$ cat config.mk
export PLATFORM = sky130hd
export DESIGN_NAME = i2c_unstick_seq
export DESIGN_NICKNAME = d
export VERILOG_FILES = /design/src/rtl/i2c_unstick_pkg.sv /design/src/rtl/unstick_rst_sync.sv /design/src/rtl/unstick_timer.sv /design/src/rtl/unstick_iter.sv /design/src/rtl/unstick_fsm.sv /design/src/rtl/i2c_unstick_seq.sv
export SDC_FILE = /design/constraint.sdc
export NUM_CORES = 1
export LEC_CHECK = 0
export BUFFER_PORTS_ARGS = -buffer_cell sky130_fd_sc_hd__clkbuf_2
export CORE_MARGIN = 1.5
export CORE_UTILIZATION = 52
export DETAILED_ROUTE_END_ITERATION = 16
export HOLD_SLACK_MARGIN = 0.1
export PLACE_DENSITY = 0.79
export SLEW_MARGIN = 20
export SYNTH_ARGS = -nofsm -noshare
export SYNTH_HDL_FRONTEND = slang
export SYNTH_SLANG_ARGS = --single-unit
export TNS_END_PERCENT = 30
$ cat constraint.sdc
create_clock -name clk -period 0.85 [get_ports clk]
set_input_delay 0.1275 -clock clk [delete_from_list [all_inputs] [get_ports clk]]
set_output_delay 0.1275 -clock clk [all_outputs]
set_load 0.005 [all_outputs]
$ cat src/rtl/i2c_unstick_pkg.sv
package i2c_unstick_pkg;

  typedef enum logic [2:0] {
    ST_IDLE  = 3'd0,
    ST_CHECK = 3'd1,
    ST_LOW   = 3'd2,
    ST_GAP   = 3'd3,
    ST_DONE  = 3'd4
  } seq_state_t;

  // Pulse length in clock cycles, rounded up, at least one cycle.
  function automatic int unsigned pulse_cycles(input longint unsigned clk_hz,
                                               input longint unsigned width_ns);
    longint unsigned raw;
    raw = (clk_hz * width_ns + 64'd999_999_999) / 64'd1_000_000_000;
    if (raw == 0) raw = 1;
    return int'(raw);
  endfunction

endpackage

$ cat src/rtl/unstick_rst_sync.sv
module unstick_rst_sync (
  input  logic clk,
  input  logic rst_n,
  output logic rst_sync_n
);

  logic [1:0] sync_q;

  always_ff @(posedge clk or negedge rst_n) begin
    if (!rst_n) sync_q <= 2'b00;
    else        sync_q <= {sync_q[0], 1'b1};
  end

  assign rst_sync_n = sync_q[1];

endmodule

$ cat src/rtl/unstick_timer.sv
module unstick_timer #(
  parameter int unsigned LOAD_CYC = 4,
  parameter int unsigned TW       = 3
) (
  input  logic clk,
  input  logic rst_n,
  input  logic load_i,
  input  logic en_i,
  output logic zero_o
);

  logic [TW-1:0] cnt_q;
  logic [TW-1:0] cnt_d;
  logic          cnt_en;

  always_comb begin
    cnt_en = load_i | (en_i & (cnt_q != '0));
    cnt_d  = cnt_q;
    if (load_i)    cnt_d = TW'(LOAD_CYC - 1);
    else if (en_i) cnt_d = cnt_q - TW'(1);
  end

  always_ff @(posedge clk or negedge rst_n) begin
    if (!rst_n)      cnt_q <= '0;
    else if (cnt_en) cnt_q <= cnt_d;
  end

  assign zero_o = (cnt_q == '0);

  AST_TMR_LOAD_NONZERO_LEN: assert property (@(posedge clk) disable iff (!rst_n)
    (load_i && LOAD_CYC > 1) |=> !zero_o);

endmodule

$ cat src/rtl/unstick_iter.sv
module unstick_iter #(
  parameter int unsigned MAX_PULSES = 100,
  parameter int unsigned IW         = 7
) (
  input  logic clk,
  input  logic rst_n,
  input  logic clear_i,
  input  logic inc_i,
  output logic at_max_o
);

  logic [IW-1:0] cnt_q;
  logic [IW-1:0] cnt_d;
  logic          cnt_en;

  always_comb begin
    cnt_en = clear_i | inc_i;
    cnt_d  = clear_i ? '0 : cnt_q + IW'(1);
  end

  always_ff @(posedge clk or negedge rst_n) begin
    if (!rst_n)      cnt_q <= '0;
    else if (cnt_en) cnt_q <= cnt_d;
  end

  assign at_max_o = (cnt_q == IW'(MAX_PULSES));

  AST_ITER_BOUND: assert property (@(posedge clk) disable iff (!rst_n)
    cnt_q <= IW'(MAX_PULSES));

endmodule

$ cat src/rtl/unstick_fsm.sv
module unstick_fsm
  import i2c_unstick_pkg::*;
(
  input  logic clk,
  input  logic rst_n,
  input  logic start_i,
  input  logic scl_i,
  input  logic sda_i,
  input  logic tmr_zero_i,
  input  logic at_max_i,
  output logic tmr_load_o,
  output logic tmr_en_o,
  output logic iter_clear_o,
  output logic iter_inc_o,
  output logic scl_drive_low_o,
  output logic ctrl_reset_o,
  output logic done_o,
  output logic recovered_o
);

  seq_state_t st_q, st_d;
  logic       rec_q, rec_d, rec_en;
  logic       bus_free;

  assign bus_free = scl_i & sda_i;

  always_comb begin
    st_d         = st_q;
    tmr_load_o   = 1'b0;
    iter_clear_o = 1'b0;
    iter_inc_o   = 1'b0;
    rec_en       = 1'b0;
    rec_d        = rec_q;
    unique case (st_q)
      ST_IDLE: begin
        if (start_i) begin
          st_d         = ST_CHECK;
          iter_clear_o = 1'b1;
        end
      end
      ST_CHECK: begin
        if (bus_free || at_max_i) begin
          st_d   = ST_DONE;
          rec_en = 1'b1;
          rec_d  = bus_free;
        end else begin
          st_d       = ST_LOW;
          tmr_load_o = 1'b1;
          iter_inc_o = 1'b1;
        end
      end
      ST_LOW: begin
        if (tmr_zero_i) begin
          st_d       = ST_GAP;
          tmr_load_o = 1'b1;
        end
      end
      ST_GAP: begin
        if (tmr_zero_i) st_d = ST_CHECK;
      end
      ST_DONE: st_d = ST_IDLE;
      default: st_d = ST_IDLE;
    endcase
  end

  always_ff @(posedge clk or negedge rst_n) begin
    if (!rst_n) st_q <= ST_IDLE;
    else        st_q <= st_d;
  end

  always_ff @(posedge clk or negedge rst_n) begin
    if (!rst_n)      rec_q <= 1'b0;
    else if (rec_en) rec_q <= rec_d;
  end

  assign tmr_en_o        = (st_q == ST_LOW) || (st_q == ST_GAP);
  assign scl_drive_low_o = (st_q == ST_LOW);
  assign ctrl_reset_o    = (st_q == ST_CHECK) || (st_q == ST_LOW) || (st_q == ST_GAP);
  assign done_o          = (st_q == ST_DONE);
  assign recovered_o     = rec_q;

  AST_FREE_STOPS_LOOP: assert property (@(posedge clk) disable iff (!rst_n)
    (st_q == ST_CHECK && scl_i && sda_i) |=> (done_o && !scl_drive_low_o));
  AST_RESET_DROPS_AT_DONE: assert property (@(posedge clk) disable iff (!rst_n)
    $fell(ctrl_reset_o) |-> done_o);
  AST_DONE_SINGLE: assert property (@(posedge clk) disable iff (!rst_n)
    done_o |=> !done_o);
  AST_STATUS_HELD: assert property (@(posedge clk) disable iff (!rst_n)
    (st_q != ST_CHECK) |=> $stable(recovered_o));
  AST_PULSE_AFTER_TEST: assert property (@(posedge clk) disable iff (!rst_n)
    $rose(scl_drive_low_o) |-> ($past(st_q) == ST_CHECK));

endmodule

$ cat src/rtl/i2c_unstick_seq.sv
module i2c_unstick_seq #(
  parameter int unsigned CLK_HZ     = 100_000_000,
  parameter int unsigned PULSE_NS   = 10_000,
  parameter int unsigned MAX_PULSES = 100
) (
  input  logic clk,
  input  logic rst_n,
  input  logic start_i,
  input  logic scl_i,
  input  logic sda_i,
  output logic scl_drive_low_o,
  output logic sda_drive_low_o,
  output logic ctrl_reset_o,
  output logic reinit_o,
  output logic done_o,
  output logic recovered_o
);

  localparam int unsigned PULSE_CYC =
    i2c_unstick_pkg::pulse_cycles(longint'(CLK_HZ), longint'(PULSE_NS));
  localparam int unsigned TW = (PULSE_CYC > 1) ? $clog2(PULSE_CYC) : 1;
  localparam int unsigned IW = $clog2(MAX_PULSES + 1) > 0 ? $clog2(MAX_PULSES + 1) : 1;

  logic rst_sync_n;
  logic tmr_load, tmr_en, tmr_zero;
  logic iter_clear, iter_inc, at_max;
  logic done;

  unstick_rst_sync u_rst (
    .clk        (clk),
    .rst_n      (rst_n),
    .rst_sync_n (rst_sync_n)
  );

  unstick_timer #(.LOAD_CYC(PULSE_CYC), .TW(TW)) u_timer (
    .clk    (clk),
    .rst_n  (rst_sync_n),
    .load_i (tmr_load),
    .en_i   (tmr_en),
    .zero_o (tmr_zero)
  );

  unstick_iter #(.MAX_PULSES(MAX_PULSES), .IW(IW)) u_iter (
    .clk      (clk),
    .rst_n    (rst_sync_n),
    .clear_i  (iter_clear),
    .inc_i    (iter_inc),
    .at_max_o (at_max)
  );

  unstick_fsm u_fsm (
    .clk             (clk),
    .rst_n           (rst_sync_n),
    .start_i         (start_i),
    .scl_i           (scl_i),
    .sda_i           (sda_i),
    .tmr_zero_i      (tmr_zero),
    .at_max_i        (at_max),
    .tmr_load_o      (tmr_load),
    .tmr_en_o        (tmr_en),
    .iter_clear_o    (iter_clear),
    .iter_inc_o      (iter_inc),
    .scl_drive_low_o (scl_drive_low_o),
    .ctrl_reset_o    (ctrl_reset_o),
    .done_o          (done),
    .recovered_o     (recovered_o)
  );

  assign sda_drive_low_o = 1'b0; // SDA is only ever released
  assign done_o          = done;
  assign reinit_o        = done;

  AST_NO_PULSE_AT_DONE: assert property (@(posedge clk) disable iff (!rst_sync_n)
    done_o |-> (!scl_drive_low_o && !ctrl_reset_o));

endmodule

==> results of run 1 <==
[per-stage QoR]
step | instance area (um^2) | total power [mW] | utilization [%]
2_1_floorplan | 1300 | 2.665 | -
3_3_place_gp | 1573 | 3.435 | 70.42
3_5_place_dp | 1573 | 3.609 | 70.42
4_1_cts | 1824 | 4.558 | 81.68
5_1_grt | 2016 | 5.454 | 90.25
6_report | 2016 | 5.212 | 90.25
[tightest hold or removal path: cells and delay by family]
kind | cells | cell delay (ns)
buffers and inverters | 1 | 0.08
and+or+nand+nor | 1 | 0.11
AOI/OAI and AO/OA | 1 | 0.09
[worst min-delay path by stage]
stage | startpoint | endpoint | slack [ns]
2_1_floorplan | rst_n | u_rst.sync_q[0] | -0.17
3_3_place_gp | rst_n | u_rst.sync_q[0] | -0.09
3_5_place_dp | rst_n | u_rst.sync_q[0] | -0.09
4_1_cts | start_i | u_fsm.st_q[0] | 0.06
5_1_grt | start_i | u_fsm.st_q[0] | 0.14
6_report | start_i | u_fsm.st_q[0] | 0.10
[final cells by class]
type	count	area [um^2]
clock buffer	4	26.28
sequential	23	575.6
fill	84	217.7
tap	28	35.03
timing repair buffer	60	485.5
inverter	5	18.77
multi-input combinational	98	874.6
[power groups by stage]
stage	Combinational (mW)	Clock, mW	Sequential, mW
3_3_place_gp	1.90	0	1.54
3_5_place_dp	2.05	0	1.56
4_1_cts	2.48	0.529	1.55
2_1_floorplan	1.01	0	1.66
6_report	3.10	0.533	1.58
5_1_grt	3.28	0.577	1.59
[cell families after synthesis]
| logic type | after synthesis | synth area share [%] |
|---|---|---|
| compound gates | 28 | 14.44 |
| xor+xnor | 4 | 2.809 |
| fa+ha+maj | 3 | 3.009 |
| buf+inv | 11 | 4.613 |
| flops | 23 | 46.14 |
| mux | 1 | 0.8024 |
| other cells | 2 | 0.6020 |
| simple gates | 59 | 27.58 |
[routing by layer]
| layer | track usage [%] | vias to the layer above | wire [um] | part of all wire (%) |
|---|---|---|---|---|
| met2 | 55.06 | 102 | 2180 | 46 |
| li1 | - | 595 | - | - |
| met5 | 0 | - | 0 | 0 |
| met3 | 6.322 | 45 | 382 | 8.1 |
| met1 | 39.25 | 669 | 1740 | 37 |
| met4 | 18.42 | 0 | 392 | 8.3 |
[layout by cell type, fill, tap and decap left out, types with 2 or more instances in the layout]
master,netlist,final
buf_4,2,40
dfrtp_1,23,23
nand2_1,12,12
buf_6,1,8
nand3_1,11,7
o21ai_0,11,7
clkbuf_2,0,7
a21oi_2,0,5
inv_2,0,4
nor2_1,8,4
nand3_2,0,4
a21oi_4,0,3
or3_1,4,3
xnor2_1,3,3
clkbuf_4,0,3
nand2b_4,1,2
nor2_2,0,2
nor2_4,0,2
o31ai_2,0,2
or4_4,0,2
nor4b_4,0,2
o21ai_2,0,2
or4_1,4,2
o21ai_1,0,2
ha_4,0,2
conb_1,2,2
dlygate4sd3_1,0,2
[cells in the mapped netlist, types with 2 or more instances]
cell	instances	area [um^2]
clkbuf_1	2	7.510
a21oi_1	8	40.04
nand2b_1	2	12.51
nand2_1	12	45.04
o31ai_1	2	15.01
or4_1	4	30.03
o21ai_0	11	55.05
nor4b_1	4	35.03
nor2_1	8	30.03
nor3_1	2	10.01
xnor2_1	3	26.28
or3_1	4	25.02
inv_1	5	18.77
dfrtp_1	23	575.6
buf_4	2	15.01
nand3_1	11	55.05
conb_1	2	7.510
ha_1	3	37.54
[what timing repair did]
action / 4_1_cts / 5_1_grt
endpoints found under the hold margin: 3 / 1
pin swaps: 19 / 14
resized for setup: 30 / 31
setup endpoints to repair: 26 / 26
gates cloned: 0 / 1
buffers inserted: 10 / 6
[flip-flops by register name, summed over array words and instances, names as in the netlist]
signal / flops
u_rst.sync_q: 2
u_timer.cnt_q: 10
u_fsm.recovered_o: 1
u_fsm.st_q: 3
u_iter.cnt_q: 7
==> metrics, run 1 <==
worst hold path depth=3; ys async rst share=100.0%; IO Port Bufs=9; Clock Skews=0.001520 ns; syn_nets=139; Max Buffers Root-to-Sink=2; Max VDD drop=between 2 and 3 mV; Post-synth EDFFs=0; max cap viols=0; Critical Path Sink Type=flop; number of DRC markers in iteration 0=roughly 100; drt total wl=4696 um; RSZ-0062 raised after global routing=true; largest net degree at the start of global routing=22; row cnt=17; DP Worst Slack=-0.9349 ns; # H-tree levels=1; Via Count=1,411; ANT cells=0; Layout Cells excl Fill=about 220; fraction of layout cells with a size suffix above 1=a little under three fifths; Cell Chain, Critical Path=inv_2 > ha_4 > and4b_1 > buf_4 > nand3b_1 > a21oi_4 > buf_6 > nand3_2; total gr overflow=0; Sw Share=approximately two fifths; Die Ht=just over 50 um; max frequency=roughly 0.53 GHz; Core ar.=roughly 2200 um^2; Buffers & Inverters on Critical Path=3; vias in the first global route=between 1,000 and 1,500; Num Clock Sinks=23; violated checks=setup timing; Residual DRC=0; synthesized flop and latch total=23; r2r startpoint=u_iter.cnt_q[0]; hold_buf cts=2; Worst-path clk slew=0.13 ns; WS Path Type=reg2reg; Nets=approximately 200; status=complete, but fails checks; Reg power frac=between 30% and 40%; Avg Cell Area, Syn=~9.5 um^2; Layout area overhead=61.58%; Final Max Tran Viols=0; crit path from=u_iter.cnt_q[0]; crit-path max FO=5; Crit path largest cell delay=0.43 ns; post-synth cell types=~40; Worst Setup EP=u_timer.cnt_q[2]; P_sw=2.140 mW; post-DP HPWL=between 2000 and 2500 um; drt first pass iters=4; Critical Path AT=roughly 2.1 ns; total negative slack=-21.85 ns; Clock Latency Late Sink=between 0.3 and 0.4 ns; final worst slack=-1.034 ns; final setup violation count=26; drt via density=about 6.5; reg2reg setup slack=-1.03 ns; Seq/Total Area, Yosys=a little under half; Root Buffer=clkbuf_4; Ys Warns=0; part of the cycle the worst path needs=221.6%; CP delay by family, top=simple AND/OR/NAND/NOR gates; LEAKAGE=0.9011 nW; Synth Instances=131; GRT Total Usage=approximately 33%; drt wl/cell=21.54 um; Logic pwr share=between 50% and 60%; CTS tree=done; R2R cell count=8; WHS=~0.10 ns; CTS buffer count=3; worst hold path class=in2reg; Placed Cells=about 200; post-route ant nets=0; Final Hold Vio Count=0; Primary FF master, synth=dfrtp_1; P_int=around 3 mW; first-pass GRT wire length=around 6300 um; Clk pwr share=around a tenth; # IOs=11; Crit path depth=8; initial antenna violation count=0; fin crit period=~1.9 ns; Syn Std Cell Area=1247 um^2; critical path launch point type=flop; die area=2702 um^2; die width=about 52 um; Initial Util=55.85%; Reg-to-Reg End=u_timer.cnt_q[2]; slowest CP cell=dfrtp_1; CP required=1.07 ns; GPL Wtd Cong=approximately 0.90; PD cells=approximately 2600 nW/um^2
No activity file was read; power rests on OpenSTA's default activity.
==> run 2: changes to the inputs <==
--- a/config.mk
+++ b/config.mk
@@ -11,6 +11,7 @@
 export DETAILED_ROUTE_END_ITERATION = 16
 export HOLD_SLACK_MARGIN = 0.1
 export PLACE_DENSITY = 0.79
+export REMOVE_ABC_BUFFERS = 1
 export SLEW_MARGIN = 20
 export SYNTH_ARGS = -nofsm -noshare
 export SYNTH_HDL_FRONTEND = slang
==> run 2 against run 1 <==
The flow still finishes with violations (setup timing). Hold slack gained 0.011 ns. Routed wire length up 21%. Largest power group unchanged. Global-route usage is 6.6 points higher. First-iteration DRC count shrank 25%. Core utilization stayed put.
==> metrics, run 2 (synthesized netlist as in run 1, its figures left out) <==
Die Ht=51.98 um (unchanged); Via Count=1,479 (was 1,411); total gr overflow=0 (unchanged); Num Clock Sinks=23 (unchanged); status=complete, but fails checks (unchanged); final setup violation count=26 (unchanged); Core ar.=2233 um^2 (unchanged); number of DRC markers in iteration 0=77 (was 103); fin crit period=1.904 ns (was 1.884 ns); Residual DRC=0 (unchanged); first-pass GRT wire length=7479 um (was 6348 um); worst hold path class=in2async (was in2reg); critical path launch point type=flop (unchanged); CTS tree=done (unchanged); Clock Latency Late Sink=0.33 ns (was 0.32 ns); Root Buffer=clkbuf_4 (unchanged); max cap viols=0 (unchanged); Top reg by flops=u_timer.cnt_q (unchanged); drt via density=6.784 (was 6.472); most frequent cells in the layout=41 x buf_4, 23 x dfrtp_1, 11 x nand2_1, 10 x buf_6 (was 40 x buf_4, 23 x dfrtp_1, 12 x nand2_1, 8 x buf_6); initial antenna violation count=0 (unchanged); Worst-path clk slew=0.14 ns (was 0.13 ns); Max VDD drop=2.743 mV (was 2.566 mV); drt wl/cell=26.07 um (was 21.54 um); PD cells=2786 nW/um^2 (was 2586 nW/um^2); drt total wl=5683 um (was 4696 um); WS Path Type=reg2reg (unchanged); CTS buffer count=3 (unchanged); Critical Path AT=2.13 ns (was 2.11 ns); fillers=80 (was 84); top flop regs=u_timer.cnt_q: 10 flops, u_iter.cnt_q: 7 flops, u_fsm.st_q: 3 flops (unchanged); area of the multi-input gates=868.3 um^2 (was 874.6 um^2); IO Port Bufs=9 (unchanged); total negative slack=-21.39 ns (was -21.85 ns); Initial Util=55.85% (unchanged); Clock Skews=0.005023 ns (was 0.001520 ns); drt first pass iters=5 (was 4); # H-tree levels=1 (unchanged); crit-path max FO=4 (was 5); GRT Total Usage=39.51% (was 32.88%); Critical Path Sink Type=flop (unchanged); GPL Wtd Cong=0.8756 (was 0.8983); Final Hold Vio Count=0 (unchanged); post-DP HPWL=2324 um (was 2389 um); # IOs=11 (unchanged); RSZ-0062 raised after global routing=true (unchanged); DP Worst Slack=-1.120 ns (was -0.9349 ns); violated checks=setup timing (unchanged); Most Crowded Layer GR=met2 (unchanged); Max Buffers Root-to-Sink=2 (unchanged); vias in the first global route=1,438 (was 1,344); Layout Cells excl Fill=218 (unchanged); LEAKAGE=0.9132 nW (was 0.9011 nW); largest net degree at the start of global routing=22 (unchanged); Largest register FFs=10 (unchanged); fraction of layout cells with a size suffix above 1=57.89% (was 55.79%); final worst slack=-1.054 ns (was -1.034 ns); most common cell after layout, fill and taps aside=buf_4 (unchanged); global routing usage on met3=6.322% (unchanged); Nets=199 (unchanged); Reg area=575.6 um^2 (unchanged); met1 GRT Util=51.22% (was 39.25%); post-route ant nets=0 (unchanged); part of the cycle the worst path needs=224.0% (was 221.6%); ANT cells=0 (unchanged); die area=2702 um^2 (unchanged); Final Max Tran Viols=0 (unchanged); CP required=1.07 ns (about the same); Placed Cells=206 (was 195); Layout area overhead=61.58% (unchanged); row cnt=17 (unchanged); die width=51.98 um (unchanged); max frequency=0.5251 GHz (was 0.5309 GHz); grt met2 use=65.61% (was 55.06%)
==> run 2: per-layer routing <==
metal	part of all wire, %	wire length (um)
met5	0	0
met4	7.0	399
met3	12	657
met2	46	2621
met1	35	2005
==> run 2: worst max-delay path: stages, from the launching register on <==
cell	delay, ns
dfrtp_1	0.44
inv_2	0.09
ha_4	0.12
or4b_4	0.53
o31ai_4	0.36
buf_4	0.18
o211ai_1	0.08
==> run 2: area by class of cell <==
class                           count  area share, %
Multi-Input combinational cell     97          43.08
Sequential cell                    23          28.55
Timing Repair Buffer               61          24.33
Tap cell                           28          1.738
Clock buffer                        3          1.117
Inverter                            5         0.9311
Clock inverter                      1         0.2483
==> run 2: stage by stage <==
step	hold WS (ns)	power [mW]	util, %	instance area (um^2)
after floorplan	-0.1681	2.544	-	1209
after global placement	-0.08749	3.506	73.05	1632
after detailed placement	-0.08409	3.615	73.05	1632
after CTS	0.1016	4.636	83.42	1863
after global routing	0.1201	5.758	90.25	2016
final	0.1154	5.616	90.25	2016
==> run 2: power breakdown <==
part | total [mW] | switching, mW | internal, mW
Combinational | 3.43 | 1.80 | 1.63
Clock | 0.554 | 0.377 | 0.177
Sequential | 1.63 | 0.256 | 1.37
Total | 5.62 | 2.44 | 3.18
==> run 2: final timing paths <==
kind,from,endpoint,slack [ns],depth (start not counted)
worst max-delay path,u_timer.cnt_q[0],u_timer.cnt_q[1],-1.05,6
worst min-delay path,rst_n,u_rst.sync_q[0],0.12,2
worst max register to register,u_timer.cnt_q[0],u_timer.cnt_q[1],-1.05,6
worst min register to register,u_rst.sync_q[1],u_timer.cnt_q[0],0.25,1
max in group asynchronous,u_rst.sync_q[1],u_timer.cnt_q[4],0.37,1
min in group clk,start_i,u_fsm.st_q[0],0.19,4
==> run 2: what timing repair did <==
action / in CTS / in global routing
gates resized for setup: 40 / 33
gates cloned: 0 / 1
pin swaps: 18 / 15
buffers inserted: 4 / 2
endpoints found under the hold margin: 2 / 0
hold buffers: 1 / 0
endpoints found under the setup margin: 26 / 26
